[src/rtl/dacc_pkg.sv]
package dacc_pkg;
    typedef enum logic [2:0] {
        CMD_WR_IN      = 3'b000,
        CMD_UPD        = 3'b001,
        CMD_WR_UPD_ALL = 3'b010,
        CMD_WR_UPD     = 3'b011,
        CMD_PWRDN      = 3'b100,
        CMD_RESET      = 3'b101,
        CMD_LDMASK     = 3'b110,
        CMD_REF        = 3'b111
    } dacc_cmd_e;

    typedef enum logic [1:0] {
        ST_POR, ST_IDLE, ST_RX, ST_ABORT
    } dacc_state_e;

    localparam logic [2:0] ADDR_BOTH = 3'b111;
endpackage

[src/rtl/dacc_sync_edge.sv]
module dacc_sync_edge (
    input  logic clk,
    input  logic rst_n,
    input  logic pin_n,
    output logic low,
    output logic fall
);
    logic s1, s2, s3;

    always_ff @(posedge clk or negedge rst_n) begin
        if (!rst_n) begin
            s1 <= 1'b1;
            s2 <= 1'b1;
            s3 <= 1'b1;
        end else begin
            s1 <= pin_n;
            s2 <= s1;
            s3 <= s2;
        end
    end

    assign low  = ~s2;
    assign fall = s3 & ~s2;
endmodule

[src/rtl/dacc_frame_fsm.sv]
module dacc_frame_fsm
    import dacc_pkg::*;
#(
    parameter int POR_CYCLES = 16
) (
    input  logic clk,
    input  logic rst_n,
    input  logic frame_start,
    input  logic frame_valid,
    input  logic clr_ev,
    output logic apply,
    output logic por_busy,
    output logic in_abort
);
    localparam int CW = $clog2(POR_CYCLES + 1);

    dacc_state_e state, state_nx;
    logic [CW-1:0] cnt;

    always_ff @(posedge clk or negedge rst_n) begin
        if (!rst_n) begin
            state <= ST_POR;
            cnt   <= '0;
        end else begin
            state <= state_nx;
            if (state == ST_POR) cnt <= cnt + 1'b1;
        end
    end

    always_comb begin
        state_nx = state;
        unique case (state)
            ST_POR:   if (cnt == CW'(POR_CYCLES - 1)) state_nx = ST_IDLE;
            ST_IDLE:  if (frame_start) state_nx = ST_RX;
            ST_RX: begin
                if (clr_ev)           state_nx = ST_ABORT;
                else if (frame_valid) state_nx = ST_IDLE;
            end
            ST_ABORT: if (frame_start && !clr_ev) state_nx = ST_RX;
            default:  state_nx = ST_IDLE;
        endcase
    end

    always_comb begin
        apply    = 1'b0;
        por_busy = 1'b0;
        in_abort = 1'b0;
        unique case (state)
            ST_POR:   por_busy = 1'b1;
            ST_IDLE:  apply = frame_valid & ~clr_ev;
            ST_RX:    apply = frame_valid & ~clr_ev;
            ST_ABORT: in_abort = 1'b1;
            default:  apply = 1'b0;
        endcase
    end
endmodule

[src/rtl/dacc_channel.sv]
module dacc_channel #(
    parameter int DW = 16
) (
    input  logic          clk,
    input  logic          rst_n,
    input  logic [DW-1:0] data,
    input  logic          load_in,
    input  logic          load_dac_data,
    input  logic          load_dac_in,
    input  logic          zero_dac,
    input  logic          zero_all,
    input  logic          pd_load,
    input  logic [1:0]    pd_val,
    input  logic          pd_zero,
    output logic [DW-1:0] code,
    output logic [1:0]    pd
);
    logic [DW-1:0] in_r;

    always_ff @(posedge clk or negedge rst_n) begin
        if (!rst_n) begin
            in_r <= '0;
            code <= '0;
        end else if (zero_all) begin
            in_r <= '0;
            code <= '0;
        end else begin
            if (load_in) in_r <= data;
            if (zero_dac)           code <= '0;
            else if (load_dac_data) code <= data;
            else if (load_dac_in)   code <= in_r;
        end
    end

    always_ff @(posedge clk or negedge rst_n) begin
        if (!rst_n)       pd <= 2'b00;
        else if (pd_zero) pd <= 2'b00;
        else if (pd_load) pd <= pd_val;
    end
endmodule

[src/rtl/dac_cmd_core.sv]
module dac_cmd_core
    import dacc_pkg::*;
#(
    parameter int NCH        = 2,
    parameter int DW         = 16,
    parameter int POR_CYCLES = 16,
    localparam int FW        = DW + 8
) (
    input  logic              clk,
    input  logic              rst_n,
    input  logic              frame_start,
    input  logic              frame_valid,
    input  logic [FW-1:0]     frame_word,
    input  logic              hs_active,
    input  logic              clr_n,
    input  logic              ldac_n,
    output logic [NCH*DW-1:0] dac_code,
    output logic [NCH*2-1:0]  pd_mode,
    output logic              ref_on,
    output logic              hs_exit
);
    logic clr_low, clr_fall, ldac_low, ldac_fall;
    logic apply, por_busy, in_abort;
    logic clr_ev, ldac_ev, full_rst;
    logic [NCH-1:0] mask_r;

    dacc_cmd_e     cmd;
    logic [2:0]    addr;
    logic [DW-1:0] data;

    assign cmd  = dacc_cmd_e'(frame_word[DW+5:DW+3]);
    assign addr = frame_word[DW+2:DW];
    assign data = frame_word[DW-1:0];

    dacc_sync_edge u_clr_sync (
        .clk(clk), .rst_n(rst_n), .pin_n(clr_n), .low(clr_low), .fall(clr_fall));

    dacc_sync_edge u_ldac_sync (
        .clk(clk), .rst_n(rst_n), .pin_n(ldac_n), .low(ldac_low), .fall(ldac_fall));

    assign clr_ev  = clr_fall & ~por_busy;
    assign ldac_ev = ldac_fall & ~clr_low & ~por_busy;

    dacc_frame_fsm #(.POR_CYCLES(POR_CYCLES)) u_fsm (
        .clk(clk), .rst_n(rst_n), .frame_start(frame_start),
        .frame_valid(frame_valid), .clr_ev(clr_ev), .apply(apply),
        .por_busy(por_busy), .in_abort(in_abort));

    assign full_rst = apply & (cmd == CMD_RESET) & data[0];

    always_ff @(posedge clk or negedge rst_n) begin
        if (!rst_n) begin
            mask_r  <= '0;
            ref_on  <= 1'b0;
            hs_exit <= 1'b0;
        end else begin
            hs_exit <= clr_ev & hs_active;
            if (full_rst) begin
                mask_r <= '0;
                ref_on <= 1'b0;
            end else if (apply && cmd == CMD_LDMASK) begin
                mask_r <= data[NCH-1:0];
            end else if (apply && cmd == CMD_REF) begin
                ref_on <= data[0];
            end
        end
    end

    for (genvar i = 0; i < NCH; i++) begin : g_ch
        logic sel, wr, ld_data, ld_in;
        assign sel     = (addr == 3'(i)) || (addr == ADDR_BOTH);
        assign wr      = apply & sel & (cmd == CMD_WR_IN || cmd == CMD_WR_UPD ||
                                        cmd == CMD_WR_UPD_ALL);
        assign ld_data = apply & sel & (cmd == CMD_WR_UPD || cmd == CMD_WR_UPD_ALL);
        assign ld_in   = (apply & ((sel & cmd == CMD_UPD) | (~sel & cmd == CMD_WR_UPD_ALL)))
                       | (ldac_ev & ~mask_r[i]);

        dacc_channel #(.DW(DW)) u_ch (
            .clk(clk), .rst_n(rst_n), .data(data),
            .load_in(wr), .load_dac_data(ld_data), .load_dac_in(ld_in),
            .zero_dac(apply & (cmd == CMD_RESET) & ~data[0]),
            .zero_all(clr_ev | full_rst),
            .pd_load(apply & (cmd == CMD_PWRDN) & data[i]),
            .pd_val(data[5:4]), .pd_zero(full_rst),
            .code(dac_code[i*DW +: DW]), .pd(pd_mode[i*2 +: 2]));
    end
endmodule

[config.mk]
export PLATFORM = sky130hd
export DESIGN_NAME = dac_cmd_core
export DESIGN_NICKNAME = d
export VERILOG_FILES = /design/src/rtl/dacc_pkg.sv /design/src/rtl/dacc_sync_edge.sv /design/src/rtl/dacc_frame_fsm.sv /design/src/rtl/dacc_channel.sv /design/src/rtl/dac_cmd_core.sv
export SDC_FILE = /design/constraint.sdc
export NUM_CORES = 1
export LEC_CHECK = 0
export ABC_AREA = 1
export BUFFER_PORTS_ARGS = -buffer_cell sky130_fd_sc_hd__buf_2
export CORE_MARGIN = 2
export CORE_UTILIZATION = 55
export CTS_CLUSTER_SIZE = 24
export DETAILED_ROUTE_END_ITERATION = 8
export PLACE_DENSITY = 0.78
export SYNTH_ARGS = -nofsm -noshare
export SYNTH_HDL_FRONTEND = slang
export SYNTH_SLANG_ARGS = --single-unit
[constraint.sdc]
create_clock -name clk -period 2.1 [get_ports clk]
set_input_delay 0.42 -clock clk [delete_from_list [all_inputs] [get_ports clk]]
set_output_delay 0.42 -clock clk [all_outputs]
set_load 0.03 [all_outputs]
==> flow_summary.ini, run 1 <==
[outcome]
outcome = finished clean

[critical_path]
crit_family = simple AND/OR/NAND/NOR gates
crit_fanout = 13
r2r_start = u_fsm.state[0]
cpPeakStageDelay_ns = 0.36
worstSetupEndpointType = flip-flop
ff2ff_setup_slack_ns = 0.12
crit_path_top_delay_cell = dfrtp_1
crit_chain = inv_1 -> ha_1 -> nand2_1 -> inv_2 -> buf_4 -> nand2_8 -> nor2_8 -> nand3_4 -> buf_4 -> nand2_2 -> nor2_1 -> nor2_1
r2r-end = g_ch[0].u_ch.in_r[5]
worst_r2r_path_depth = 12
crit_type = flip-flop to flip-flop
path_buf_inv = 4
start_kind = flip-flop
crit_arrival_ns = 2.26
cp.required_ns = 2.38

[hold_path]
hold_class = input pin to asynchronous set/reset pin

[floorplan]
die-area_mm2 = 0.00853
die_h_um = 92.4
fp-row-count = 32
ioPinCount = 69
core_mm2 = 0.00765
start_util_pct = 56.2
die_w_um = 92.4

[yosys]
yosys_warnings = 0
synth_top_cell_by_area = dfrtp_1
yosysUniqueCellTypes = 34
synth_top_area_share_pct = 46.0
synthTopCellsByArea = dfrtp_1 (46%), nand2_1 (14%), nand3_1 (12%), dfstp_2 (3.7%), o21ai_1 (2.4%)
seq_area_frac_synth_pct = 49.7
synth_area_mm2 = 0.00430
avgSynthCellArea_um2 = 8.51
synthCells = 505
synth_seq_cells = 85
synthesis.nets = 542

[clocking]
cts.sinks = 85
hold_buffers = 0
cts_buffers = 9
clk_latency_ns = 0.36
cts.path.max_buffers = 2
clk_pin_slew_ns = 0.09
htreeDepth = 3
cts_tree = built
cts_root_buf = clkbuf_8

[run]
cap_violations = 0

[sta]
maxSlewViolCount = 0
fmax_mhz = 504
fin_worst_skew_ns = 0.00662
slew_headroom_pct = 51.5
finalCritPeriodShare_pct = 94.5
setup_viol = 0
worst_pin_slew_ns = 0.727
fin_ws_ns = 0.116
whs_ns = 0.0123
hold_violations = 0
period_needed_ns = 1.98

[global_routing]
grt_pass1_wl_mm = 17.3
grt_overflow = 0
antenna_found_initial = 0
grt_pass1_vias = 3498
grtUsageTotal_pct = 26.0
grt_max_degree = 48

[drt]
routedWlPerCell_um = 15.2
first_pass_iters = 5
wirelength_mm = 10.5
first_iter_violations = 282
ant_nets = 0
vias_per_cell = 5.53
vias = 3799
drc_errors = 0

[place]
hpwl_mm = 6.90
io_buffers = 66
pre_cts_ws_ns = -0.162
globalplace.congestion = 0.853
place_area_mm2 = 0.00473

[layout]
area_growth_pct = 17.4
diodes = 0
drive_above_1_share_pct = 25.5
fin_area_mm2 = 0.00504
nets = 617
postLayoutCoreUtil_pct = 66.0

[pwr]
p_leak_nw = 2.77
ir_drop_mv = 0.532
power.density_mw_per_mm2 = 1190
worst max-delay path by stage:
stage / to / cells after the start / from
floorplan: g_ch[0].u_ch.in_r[10] / 12 / u_fsm.state[0]
global placement: g_ch[0].u_ch.in_r[4] / 8 / u_fsm.state[0]
detailed placement: g_ch[0].u_ch.in_r[5] / 8 / u_fsm.state[0]
CTS: g_ch[1].u_ch.code[0] / 12 / u_fsm.state[0]
global route: g_ch[0].u_ch.in_r[5] / 12 / u_fsm.state[0]
finish: g_ch[0].u_ch.in_r[5] / 12 / u_fsm.state[0]
cell families after synthesis:
logic type	count (synthesis)	share of synthesized area [%]
fa+ha+maj	6	1.75
simple gates	318	36.1
compound gates	46	5.80
flops	85	49.7
xor+xnor	3	0.612
buf+inv	47	6.03
power by group:
part / switching [W] / total, W / internal [W]
logic: 0.00162 / 0.00247 / 0.000844
registers: 0.000265 / 0.00238 / 0.00211
clock network: 0.000610 / 0.00116 / 0.000554
layout make-up:
| class | instances | area, um2 |
|---|---|---|
| clock buffers | 9 | 124 |
| clock inverters | 7 | 72.6 |
| fillers | 642 | 2600 |
| inverters | 21 | 83.8 |
| multi-input cells | 374 | 1950 |
| flip-flops and latches | 85 | 2130 |
| well taps | 102 | 128 |
| repair buffers | 89 | 547 |
per-layer routing:
metal	part of all wire (%)	vias to the layer above	wire [um]	GRT usage [%]
met5	0	-	0	0
met4	1.8	0	193	11.4
met3	6.3	20	656	3.50
met2	47	173	4900	38.6
met1	45	1787	4720	38.3
li1	-	1819	-	-
cells in the mapped netlist:
master	instances
nand2_1	162
nand3_1	102
dfrtp_1	79
o21ai_1	21
o21ai_0	20
nor2_1	19
inv_1	16
nand2_2	12
buf_2	8
clkbuf_1	6
dfstp_2	6
ha_1	6
buf_4	5
buf_6	5
inv_2	4
nand3_2	4
nand4_1	4
nand3_4	3
nor2_4	3
nor2_8	3
nand2_4	2
nand2_8	2
xor2_1	2
a21oi_4	1
a31oi_1	1
and3_1	1
buf_1	1
buf_8	1
inv_6	1
o211ai_1	1
o21bai_1	1
o22ai_1	1
or2_2	1
xnor2_1	1
placed cells by master, fill, tap and decap left out, drive strengths merged, types with 2 or more instances in the layout:
master	count
nor2	25
ha	6
clkinvlp	2
buf	89
a31oi	2
inv	23
o21ai	41
clkinv	2
xor2	2
nand4	4
nand2	178
clkbuf	9
dfstp	6
nand3	109
dfrtp	79
metrics by stage:
| stage | instances | setup TNS [ns] | power, W |
|---|---|---|---|
| after floorplan | 505 | 0 | 0.00407 |
| after global placement | 663 | -0.904 | 0.00462 |
| after detailed placement | 663 | -2.41 | 0.00470 |
| after CTS | 682 | 0 | 0.00592 |
| after global routing | 687 | -0.00940 | 0.00639 |
| final | 687 | 0 | 0.00601 |
state kept, by name (all words and copies together) (netlist names), 2 cells and up:
signal / count
g_ch.u_ch.code: 32
g_ch.u_ch.in_r: 32
g_ch.u_ch.pd: 4
mask_r: 2
u_fsm.cnt: 5
u_fsm.state: 2
timing repair:
| item | in CTS | in global routing |
|---|---|---|
| cloned | 1 | 0 |
| pin swaps | 2 | 2 |
| endpoints found under the setup margin | 34 | 62 |
| resized for setup | 0 | 4 |
| buffers inserted | 2 | 5 |
Power figures use the tool's default switching activity.
==> run 2: changes to the inputs <==
--- a/config.mk
+++ b/config.mk
@@ -12,6 +12,7 @@
 export CTS_CLUSTER_SIZE = 24
 export DETAILED_ROUTE_END_ITERATION = 8
 export PLACE_DENSITY = 0.78
+export SETUP_SLACK_MARGIN = 0.5
 export SYNTH_ARGS = -nofsm -noshare
 export SYNTH_HDL_FRONTEND = slang
 export SYNTH_SLANG_ARGS = --single-unit
==> flow_summary.ini, run 2 (same netlist as run 1, synthesis figures left out) <==
[place]
io_buffers = 66
globalplace.congestion = 0.864
hpwl_mm = 6.98

[run]
cap_violations = 0

[sta]
rsz0062_at_grt = yes
hold_violations = 0
fin_worst_skew_ns = 0.00807
period_needed_ns = 1.97
maxSlewViolCount = 0
setup_viol = 0
fin_tns_setup_ns = 0
fmax_mhz = 507
finalCritPeriodShare_pct = 93.9
slew_headroom_pct = 58.8
worst_pin_slew_ns = 0.618

[layout]
final_common_cell = nand2_1
top_regs = g_ch.u_ch.code: 32 flops, g_ch.u_ch.in_r: 32 flops, u_fsm.cnt: 5 flops
multi_input_comb_area_mm2 = 0.00244
seqCellArea_mm2 = 0.00213
nets = 657
fillerInstances = 368
drive_above_1_share_pct = 42.9
diodes = 0
final_cell_mix = nand2_1 (128), nand3_1 (80), dfrtp_1 (79), buf_2 (65), nand2_2 (34)
area_growth_pct = 45.0

[pwr]
power.density_mw_per_mm2 = 1200
combPwrFrac_pct = 49.4
clkPwrFrac_pct = 17.5
p_leak_nw = 3.24
seqPwrFrac_pct = 33.0
p_sw_share_pct = 43.1
ir_drop_mv = 0.691
p_switching_w = 0.00323
power_w = 0.00751
p_int_w = 0.00427

[drt]
vias_per_cell = 6.35
drc_errors = 0
wirelength_mm = 16.2
first_pass_iters = 7
ant_nets = 0
vias = 4616
routedWlPerCell_um = 22.2
first_iter_violations = 707

[clocking]
clk_latency_ns = 0.37
clk_pin_slew_ns = 0.09
htreeDepth = 3
hold_buffers = 0
cts_buffers = 9
cts.sinks = 85
cts_tree = built
cts.path.max_buffers = 2
cts_root_buf = clkbuf_8

[critical_path]
cpPeakStageDelay_ns = 0.39
worst_r2r_path_depth = 13
path_buf_inv = 4
crit_type = flip-flop to flip-flop
start_kind = flip-flop
cp_num_cells = 13
r2r-end = g_ch[0].u_ch.code[12]
cp.required_ns = 2.36
r2r_start = u_fsm.state[1]
crit_fanout = 8
crit_chain = inv_2 -> ha_4 -> inv_6 -> nand3_4 -> nand2_8 -> nor2_8 -> buf_6 -> nand2_8 -> nand2_4 -> nor2_4 -> clkbuf_16 -> nand2_1 -> nand2_1
crit_start = u_fsm.state[1]
ff2ff_setup_slack_ns = 0.13
crit_path_top_delay_cell = dfrtp_1
crit_family = simple AND/OR/NAND/NOR gates
endpoint = g_ch[0].u_ch.code[12]
crit_arrival_ns = 2.23
worstSetupEndpointType = flip-flop

[global_routing]
antenna_found_initial = 0
grt_max_degree = 47
grt_pass1_wl_mm = 20.3
grtUsageTotal_pct = 30.4
grt_pass1_vias = 3945
grt_overflow = 0

[floorplan]
start_util_pct = 56.2
core_mm2 = 0.00765
die-area_mm2 = 0.00853
die_h_um = 92.4
die_w_um = 92.4
ioPinCount = 69
fp-row-count = 32

[hold_path]
hold_class = input pin to asynchronous set/reset pin

[outcome]
outcome = finished clean
==> run 2: changes by cell type in the layout (fill, tap and decap cells not counted), moves of 9 or more <==
cell and delta:
nand2_4 +13, nand3_2 +14, buf_12 +10, clkbuf_16 +9, buf_6 +10, nand2_1 -34
nand2_2 +22, nand3_1 -22, o21ai_2 +11, o21ai_0 -14
==> run 2: timing repair <==
item	CTS	global route
cloned	9	10
buffers inserted	21	15
pin swaps	8	41
setup endpoints to repair	73	73
gates resized for setup	41	103
==> run 2: how the worst min path moves through the flow <==
stage	start	to	slack [ns]	cells after the start
2_1_floorplan	rst_n	g_ch[0].u_ch.code[0]	0.12	0
3_3_place_gp	u_ldac_sync.s1	u_ldac_sync.s2	0.35	0
3_5_place_dp	u_ldac_sync.s1	u_ldac_sync.s2	0.35	0
4_1_cts	rst_n	g_ch[0].u_ch.pd[1]	0.09	1
5_1_grt	rst_n	ref_on	0.10	1
6_report	rst_n	g_ch[0].u_ch.pd[1]	0.05	1
==> run 2: layer usage <==
metal	up-vias	share of wire [%]	global-route usage, %
met5	-	0	0
met1	2114	37	42.2
met4	0	6.8	11.4
met3	121	11	6.67
met2	463	45	47.1
li1	1918	-	-
==> run 2: metrics by stage <==
| stage | hold WS [ns] | instance area (um2) | util, % | setup slack, ns | instances |
|---|---|---|---|---|---|
| after floorplan | 0.124 | 4370 | - | 0.413 | 505 |
| after global placement | 0.348 | 4740 | 62.0 | 0.224 | 656 |
| after detailed placement | 0.350 | 4740 | 62.0 | 0.158 | 656 |
| after CTS | 0.0867 | 5480 | 71.7 | 0.329 | 702 |
| after global routing | 0.103 | 6230 | 81.5 | 0.0512 | 727 |
| final | 0.0454 | 6230 | 81.5 | 0.128 | 727 |
==> run 2: area by class of cell <==
| cell class | count | area share, % |
|---|---|---|
| Clock inverter | 6 | 1.39 |
| Timing Repair Buffer | 125 | 19.5 |
| Tap cell | 102 | 2.05 |
| Clock buffer | 10 | 2.05 |
| Sequential cell | 85 | 34.3 |
| Inverter | 21 | 1.47 |
| Multi-Input combinational cell | 378 | 39.2 |
==> run 2: power by group through the flow <==
stage | combinational (W) | sequential (W) | clock, W
after floorplan | 0.00141 | 0.00273 | 0
after CTS | 0.00290 | 0.00238 | 0.00128
final | 0.00371 | 0.00248 | 0.00132
after detailed placement | 0.00232 | 0.00241 | 0
after global placement | 0.00226 | 0.00239 | 0
after global routing | 0.00389 | 0.00251 | 0.00138
==> run 2: worst register-to-register path: stages (launching register included) <==
cell and delay, ns:
dfrtp_1 0.39, inv_2 0.10, ha_4 0.21, inv_6 0.06, nand3_4 0.09, nand2_8 0.11
nor2_8 0.20, buf_6 0.14, nand2_8 0.07, nand2_4 0.10, nor2_4 0.06, clkbuf_16 0.16
nand2_1 0.09, nand2_1 0.08
